==> config.mk <==
export PLATFORM = sky130hd
export DESIGN_NAME = dhw_addsub_scaler
export DESIGN_NICKNAME = d
export VERILOG_FILES = /design/src/rtl/dhw_pkg.sv /design/src/rtl/dhw_narrow.sv /design/src/rtl/dhw_lane.sv /design/src/rtl/dhw_addsub_scaler.sv
export SDC_FILE = /design/constraint.sdc
export NUM_CORES = 1
export LEC_CHECK = 0
export ABC_AREA = 1
export CORE_MARGIN = 2
export CORE_UTILIZATION = 55
export CTS_CLUSTER_DIAMETER = 150
export DETAILED_ROUTE_END_ITERATION = 8
export PLACE_DENSITY = 0.83
export SLEW_MARGIN = 10
export SYNTH_ARGS = -nofsm -noshare
export SYNTH_HDL_FRONTEND = slang
export SYNTH_HIERARCHICAL = 1
export SYNTH_SLANG_ARGS = --single-unit
==> constraint.sdc <==
create_clock -name clk -period 3.19 [get_ports clk]
set_input_delay 0.638 -clock clk [delete_from_list [all_inputs] [get_ports clk]]
set_output_delay 0.638 -clock clk [all_outputs]
set_load 0.1 [all_outputs]
==> src/rtl/dhw_pkg.sv <==
// Shared definitions for the packed halfword sum/difference scaler.
// Assumes: the scaling mode is a 2-bit field; the top value is reserved.
package dhw_pkg;

    // Scaling applied to the widened lane result before narrowing
    typedef enum logic [1:0] {
        SCL_NONE  = 2'b00,
        SCL_RIGHT = 2'b01,
        SCL_LEFT  = 2'b10,
        SCL_RSVD  = 2'b11
    } scale_e;

    // Guard bits added to each lane: one for the add, one for the doubling
    localparam int GUARD_BITS = 2;

endpackage

==> src/rtl/dhw_narrow.sv <==
// Narrows one widened, already scaled lane value to W bits.
// Saturating: clamps to the signed W-bit range. Wrapping: keeps the low bits.
// Assumes: the input carries W + GUARD_BITS signed bits.
module dhw_narrow #(
    parameter int W = 16
) (
    input  logic                                clk,
    input  logic                                rst_n,
    input  logic signed [W+dhw_pkg::GUARD_BITS-1:0] val,
    input  logic                                sat_en,
    output logic [W-1:0]                        res,
    output logic                                clipped
);
    localparam int EXT_W  = W + dhw_pkg::GUARD_BITS;
    localparam int TOP_W  = EXT_W - W + 1;
    localparam logic [W-1:0] MAXV = {1'b0, {(W-1){1'b1}}};
    localparam logic [W-1:0] MINV = {1'b1, {(W-1){1'b0}}};

    logic [TOP_W-1:0] top_bits;

    // Out of range when the bits above the lane sign bit disagree with it
    always_comb begin
        top_bits = val[EXT_W-1:W-1];
        clipped  = (top_bits != '0) && (top_bits != '1);
    end

    // Clamp or wrap the value down to the lane width
    always_comb begin
        if (sat_en && clipped)
            res = val[EXT_W-1] ? MINV : MAXV;
        else
            res = val[W-1:0];
    end

    // A clamped lane must land exactly on one of the two range limits
    assert_sat_limits_R6: assert property (@(posedge clk) disable iff (!rst_n)
        (sat_en && clipped) |-> (res == MAXV || res == MINV));

endmodule

==> src/rtl/dhw_lane.sv <==
// One lane: widened sum and difference, shift by mode, then narrow.
// Assumes: operands are signed W-bit two's complement values.
module dhw_lane #(
    parameter int W = 16
) (
    input  logic             clk,
    input  logic             rst_n,
    input  logic [W-1:0]     a,
    input  logic [W-1:0]     b,
    input  dhw_pkg::scale_e  mode,
    input  logic             sat_en,
    output logic [W-1:0]     sum_o,
    output logic [W-1:0]     diff_o
);
    import dhw_pkg::*;

    localparam int EXT_W = W + GUARD_BITS;

    logic signed [EXT_W-1:0] ext_a, ext_b;
    logic [1:0][W-1:0]       res;
    logic [1:0]              clip;

    // Sign-extend both operands into the guarded width
    always_comb begin
        ext_a = {{GUARD_BITS{a[W-1]}}, a};
        ext_b = {{GUARD_BITS{b[W-1]}}, b};
    end

    // Index 0 forms the sum, index 1 the difference
    for (genvar o = 0; o < 2; o++) begin : g_op
        logic signed [EXT_W-1:0] full;
        logic signed [EXT_W-1:0] scaled;

        if (o == 0) begin : g_add
            assign full = ext_a + ext_b;
        end else begin : g_sub
            assign full = ext_a - ext_b;
        end

        // Apply the selected scaling; the reserved code passes through
        always_comb begin
            case (mode)
                SCL_RIGHT: scaled = full >>> 1;
                SCL_LEFT:  scaled = full <<< 1;
                default:   scaled = full;
            endcase
        end

        dhw_narrow #(.W(W)) u_narrow (
            .clk     (clk),
            .rst_n   (rst_n),
            .val     (scaled),
            .sat_en  (sat_en),
            .res     (res[o]),
            .clipped (clip[o])
        );
    end

    assign sum_o  = res[0];
    assign diff_o = res[1];

    // Halving a widened result always fits the lane
    assert_halve_fits_R5: assert property (@(posedge clk) disable iff (!rst_n)
        (mode == SCL_RIGHT) |-> (clip == 2'b00));

    // Saturated unscaled sum of two non-negative lanes stays non-negative
    assert_sat_sign_R4: assert property (@(posedge clk) disable iff (!rst_n)
        (sat_en && mode == SCL_NONE && !a[W-1] && !b[W-1]) |-> !sum_o[W-1]);

    // Equal operands give a zero difference in any mode
    assert_self_diff_zero_R2: assert property (@(posedge clk) disable iff (!rst_n)
        (a == b) |-> (diff_o == '0));

endmodule

==> src/rtl/dhw_addsub_scaler.sv <==
// Top of the packed sum/difference scaler: one lane instance per lane and
// an optional output register chosen by OUT_REG.
// Assumes: operands are packed with lane k at bits [k*LANE_W +: LANE_W].
module dhw_addsub_scaler #(
    parameter int LANE_W  = 16,
    parameter int LANES   = 2,
    parameter bit OUT_REG = 1'b1
) (
    input  logic                      clk,
    input  logic                      rst_n,
    input  logic [LANES*LANE_W-1:0]   op_a,
    input  logic [LANES*LANE_W-1:0]   op_b,
    input  logic [1:0]                scale_mode,
    input  logic                      sat_en,
    output logic [LANES*LANE_W-1:0]   sum_o,
    output logic [LANES*LANE_W-1:0]   diff_o
);
    localparam int WORD_W = LANES * LANE_W;

    dhw_pkg::scale_e   mode;
    logic [WORD_W-1:0] sum_nxt, diff_nxt;

    // Interpret the raw mode field as the scaling enum
    always_comb mode = dhw_pkg::scale_e'(scale_mode);

    // One independent datapath per lane; no signal links neighbours
    for (genvar g = 0; g < LANES; g++) begin : g_lane
        dhw_lane #(.W(LANE_W)) u_lane (
            .clk    (clk),
            .rst_n  (rst_n),
            .a      (op_a[g*LANE_W +: LANE_W]),
            .b      (op_b[g*LANE_W +: LANE_W]),
            .mode   (mode),
            .sat_en (sat_en),
            .sum_o  (sum_nxt[g*LANE_W +: LANE_W]),
            .diff_o (diff_nxt[g*LANE_W +: LANE_W])
        );
    end

    if (OUT_REG) begin : g_reg
        // Register both result words; synchronous clear on reset
        always_ff @(posedge clk) begin
            if (!rst_n) begin
                sum_o  <= '0;
                diff_o <= '0;
            end else begin
                sum_o  <= sum_nxt;
                diff_o <= diff_nxt;
            end
        end

        // A reset edge leaves both outputs at zero
        assert_reset_clears_R9: assert property (@(posedge clk)
            !rst_n |=> (sum_o == '0 && diff_o == '0));
    end else begin : g_comb
        assign sum_o  = sum_nxt;
        assign diff_o = diff_nxt;
    end

endmodule

==> flow_summary.yaml <==
run_status:
  status: "finished, violations left"
  violations: "negative setup slack"
global_routing:
  grt_first_pass_wirelength_um: 40200
  grt_overflow_total: 0
  antenna_found_initial: 0
  track_usage_pct: 32.8
  first_global_vias: 8531
  grt_max_degree: 65
die:
  fp-row-count: 43
  top_level_ports: 133
  dieHeight_um: 124
  die_w_um: 124
  initial_utilization_pct: 56.6
  coreArea_um2: 13900
  die_area_um2: 15300
logic_synthesis:
  syn_avg_cell_area_um2: 5.78
  yosysTopAreaCell: "nand2_1"
  synth_fp_nets: 1505
  netlist_instances: 1364
  synth_top_area_share_pct: 25.6
  yosysUniqueCellTypes: 40
  ys_seq_elements: 64
  netlist_area_um2: 7880
  synth-seq-area-share_pct: 16.3
  ys.warnings.count: 6
  synth_area_leaders: "nand2_1 26%, dfxtp_1 16%, ha_1 11%"
finish:
  fill_cells: 960
  final_common_cell: "nand2_1"
  insertedDiodeCount: 0
  nets: 1797
  final_cell_mix: "500 x nand2_1, 248 x buf_4, 205 x inv_1, 137 x nand3_1, 64 x dfxtp_1"
  drive_above_1_share_pct: 29.1
  utilization_pct: 82.2
  area_growth_pct: 45.3
clock_tree:
  cts_buffers: 9
  clockBufferDepth: 2
  cts_root_buffer: "clkbuf_16"
  cts-htree-levels: 3
  cts_tree: "built"
  clkSinkCount: 64
  clkTransAtPathRegs_ns: 0.06
  postCtsHoldBufs: 0
setup_path:
  critPathMaxFanout: 8
  crit_chain: "clkdlybuf4s50_1 -> inv_1 -> ha_1 -> buf_4 -> a21oi_1 -> o21ai_0 -> nor2_1 -> nand3_1 -> nand3_1 -> nand2_1 -> nand2_1 -> nand2_2 -> nand2_8 -> nand3_4 -> nand2_2 -> nand2_1 -> inv_1"
  worstPathRequired_ns: 3.42
  worstSetupPathType: "input pin to flop"
  crit_slowest_cell: "clkdlybuf4s50_1"
  cpPeakStageDelay_ns: 0.47
  worstSetupEndpointType: "flop"
  crit_path_start_kind: "input pin"
  cp_common_cell: "nand2_1"
  arrival_ns: 3.51
pwr:
  combPwrFrac_pct: 63.8
  clockPowerShare_pct: 18.7
  ir_drop_uv: 401
  power.leakage_nw: 6.71
  power.internal_mw: 2.76
  swShare_pct: 50.7
  finalPower_mw: 5.59
  pwr-share-seq_pct: 17.5
  powerDensity_nw_per_um2: 488
  p_sw_mw: 2.83
sta:
  tns_ns: -0.0911
  finalMaxSlewViolations: 0
  tightest_slew_ns: 1.47
  rsz0062_at_grt: "yes"
  fmax_mhz: 305
  setup_viol: 1
  finalWorstSetupSlack_ns: -0.0911
  max_slew_margin_pct: 1.92
  finalHoldViolations: 0
  fin_crit_sh_pct: 103
  finalWorstPathRequiredPeriod_ns: 3.28
routing:
  firstDrtPassIters: 7
  avgRoutedWirePerCell_um: 15.5
  drt_iter0_drc: 1162
  drc: 0
  vias_per_cell: 5.39
  drtAntennaViolNets: 0
  num_vias: 9917
  finalWirelength_um: 28500
placement:
  gp_congestion: 0.929
  io_buffers: 132
  dp_hpwl_um: 20600
hold_path:
  whs_path_depth: 3
  hold_class: "input pin to flop"
flow_run:
  maxCapViolCount: 0
-- critical path, delay by kind of cell --
kind	cells	cell delay [ns]
AO/OA/AOI/OAI	2	0.22
adder cells (fa/ha/maj)	1	0.37
buffers and inverters	4	0.94
AND/OR/NAND/NOR	10	1.32
-- layout make-up --
type,instances,area (um^2),share of cell area (%)
tap,180,225,1.97
clock inverter,7,96.3,0.841
timing repair buffer,321,2660,23.3
sequential,64,1280,11.2
clock buffer,9,225,1.97
inverter,247,928,8.11
multi-input combinational,1013,6030,52.7
-- synthesized netlist by cell type --
master	instances
nand3b_1	2
clkinv_2	1
a21oi_2	8
clkbuf_4	1
clkinv_1	1
or2_1	2
nor3_1	4
nand2_2	22
buf_1	2
nand4_1	6
buf_4	3
buf_2	20
nor2_1	60
a21oi_1	37
fa_1	4
o211ai_1	5
nand2_1	538
xor2_1	30
buf_6	18
nor2_2	3
or2_2	2
o22ai_1	4
nand2_4	6
nand3_2	6
nand3_1	147
nor3_2	1
nand3_4	1
xor2_2	2
a21oi_4	2
o21ai_2	6
and2_1	7
o21ai_0	11
o221ai_1	17
ha_1	68
dfxtp_1	64
and2_4	5
o21ai_1	1
o21bai_1	2
inv_1	223
inv_2	22
-- what timing repair did --
action                     4_1_cts  5_1_grt
cloned                           2        4
setup endpoints to repair       44       64
gates resized for setup         19      163
pin swaps                        5       48
buffers inserted                 0        3
-- registers in the layout, summed over array words and instances (netlist names) --
register and flops:
diff_o 32, sum_o 32
-- cell families after synthesis --
kind of cell | after synthesis | synth area share (%)
buffers and inverters | 291 | 16.1
AND/OR/NAND/NOR | 812 | 44.1
XOR/XNOR | 32 | 3.75
AO/OA/AOI/OAI | 93 | 7.95
flip-flops | 64 | 16.3
adder cells (fa/ha/maj) | 72 | 11.8
-- power by group through the flow --
stage                     Sequential [mW]  Combinational [mW]  Clock (mW)
after floorplan                      1.91                1.29           0
final                               0.979                3.57        1.04
after detailed placement            0.990                3.18           0
after CTS                           0.976                3.24        1.04
after global routing                0.987                3.78        1.08
after global placement              0.988                3.14           0
-- routing by layer --
metal	up-vias	routed length [um]	global-route usage, %
li1	4789	-	-
met1	4406	12300	48.2
met2	619	12400	50.9
met3	103	2980	5.27
met4	0	794	5.68
met5	-	0	0
-- through the flow --
| step | instances | hold slack [ns] | area (um^2) | worst slack [ns] |
|---|---|---|---|---|
| finish | 1841 | 1.01 | 11400 | -0.0911 |
| global route | 1841 | 1.05 | 11400 | -0.277 |
| CTS | 1834 | 0.983 | 10800 | -0.0140 |
| detailed placement | 1816 | 1.13 | 10300 | -0.489 |
| global placement | 1816 | 1.13 | 10300 | -0.373 |
| floorplan | 1364 | 0.859 | 7880 | 0.409 |
-- worst paths after layout --
kind      from          to
max   op_b[30]  diff_o[23]
min      rst_n   sum_o[21]
(Power assumes the default switching activity.)
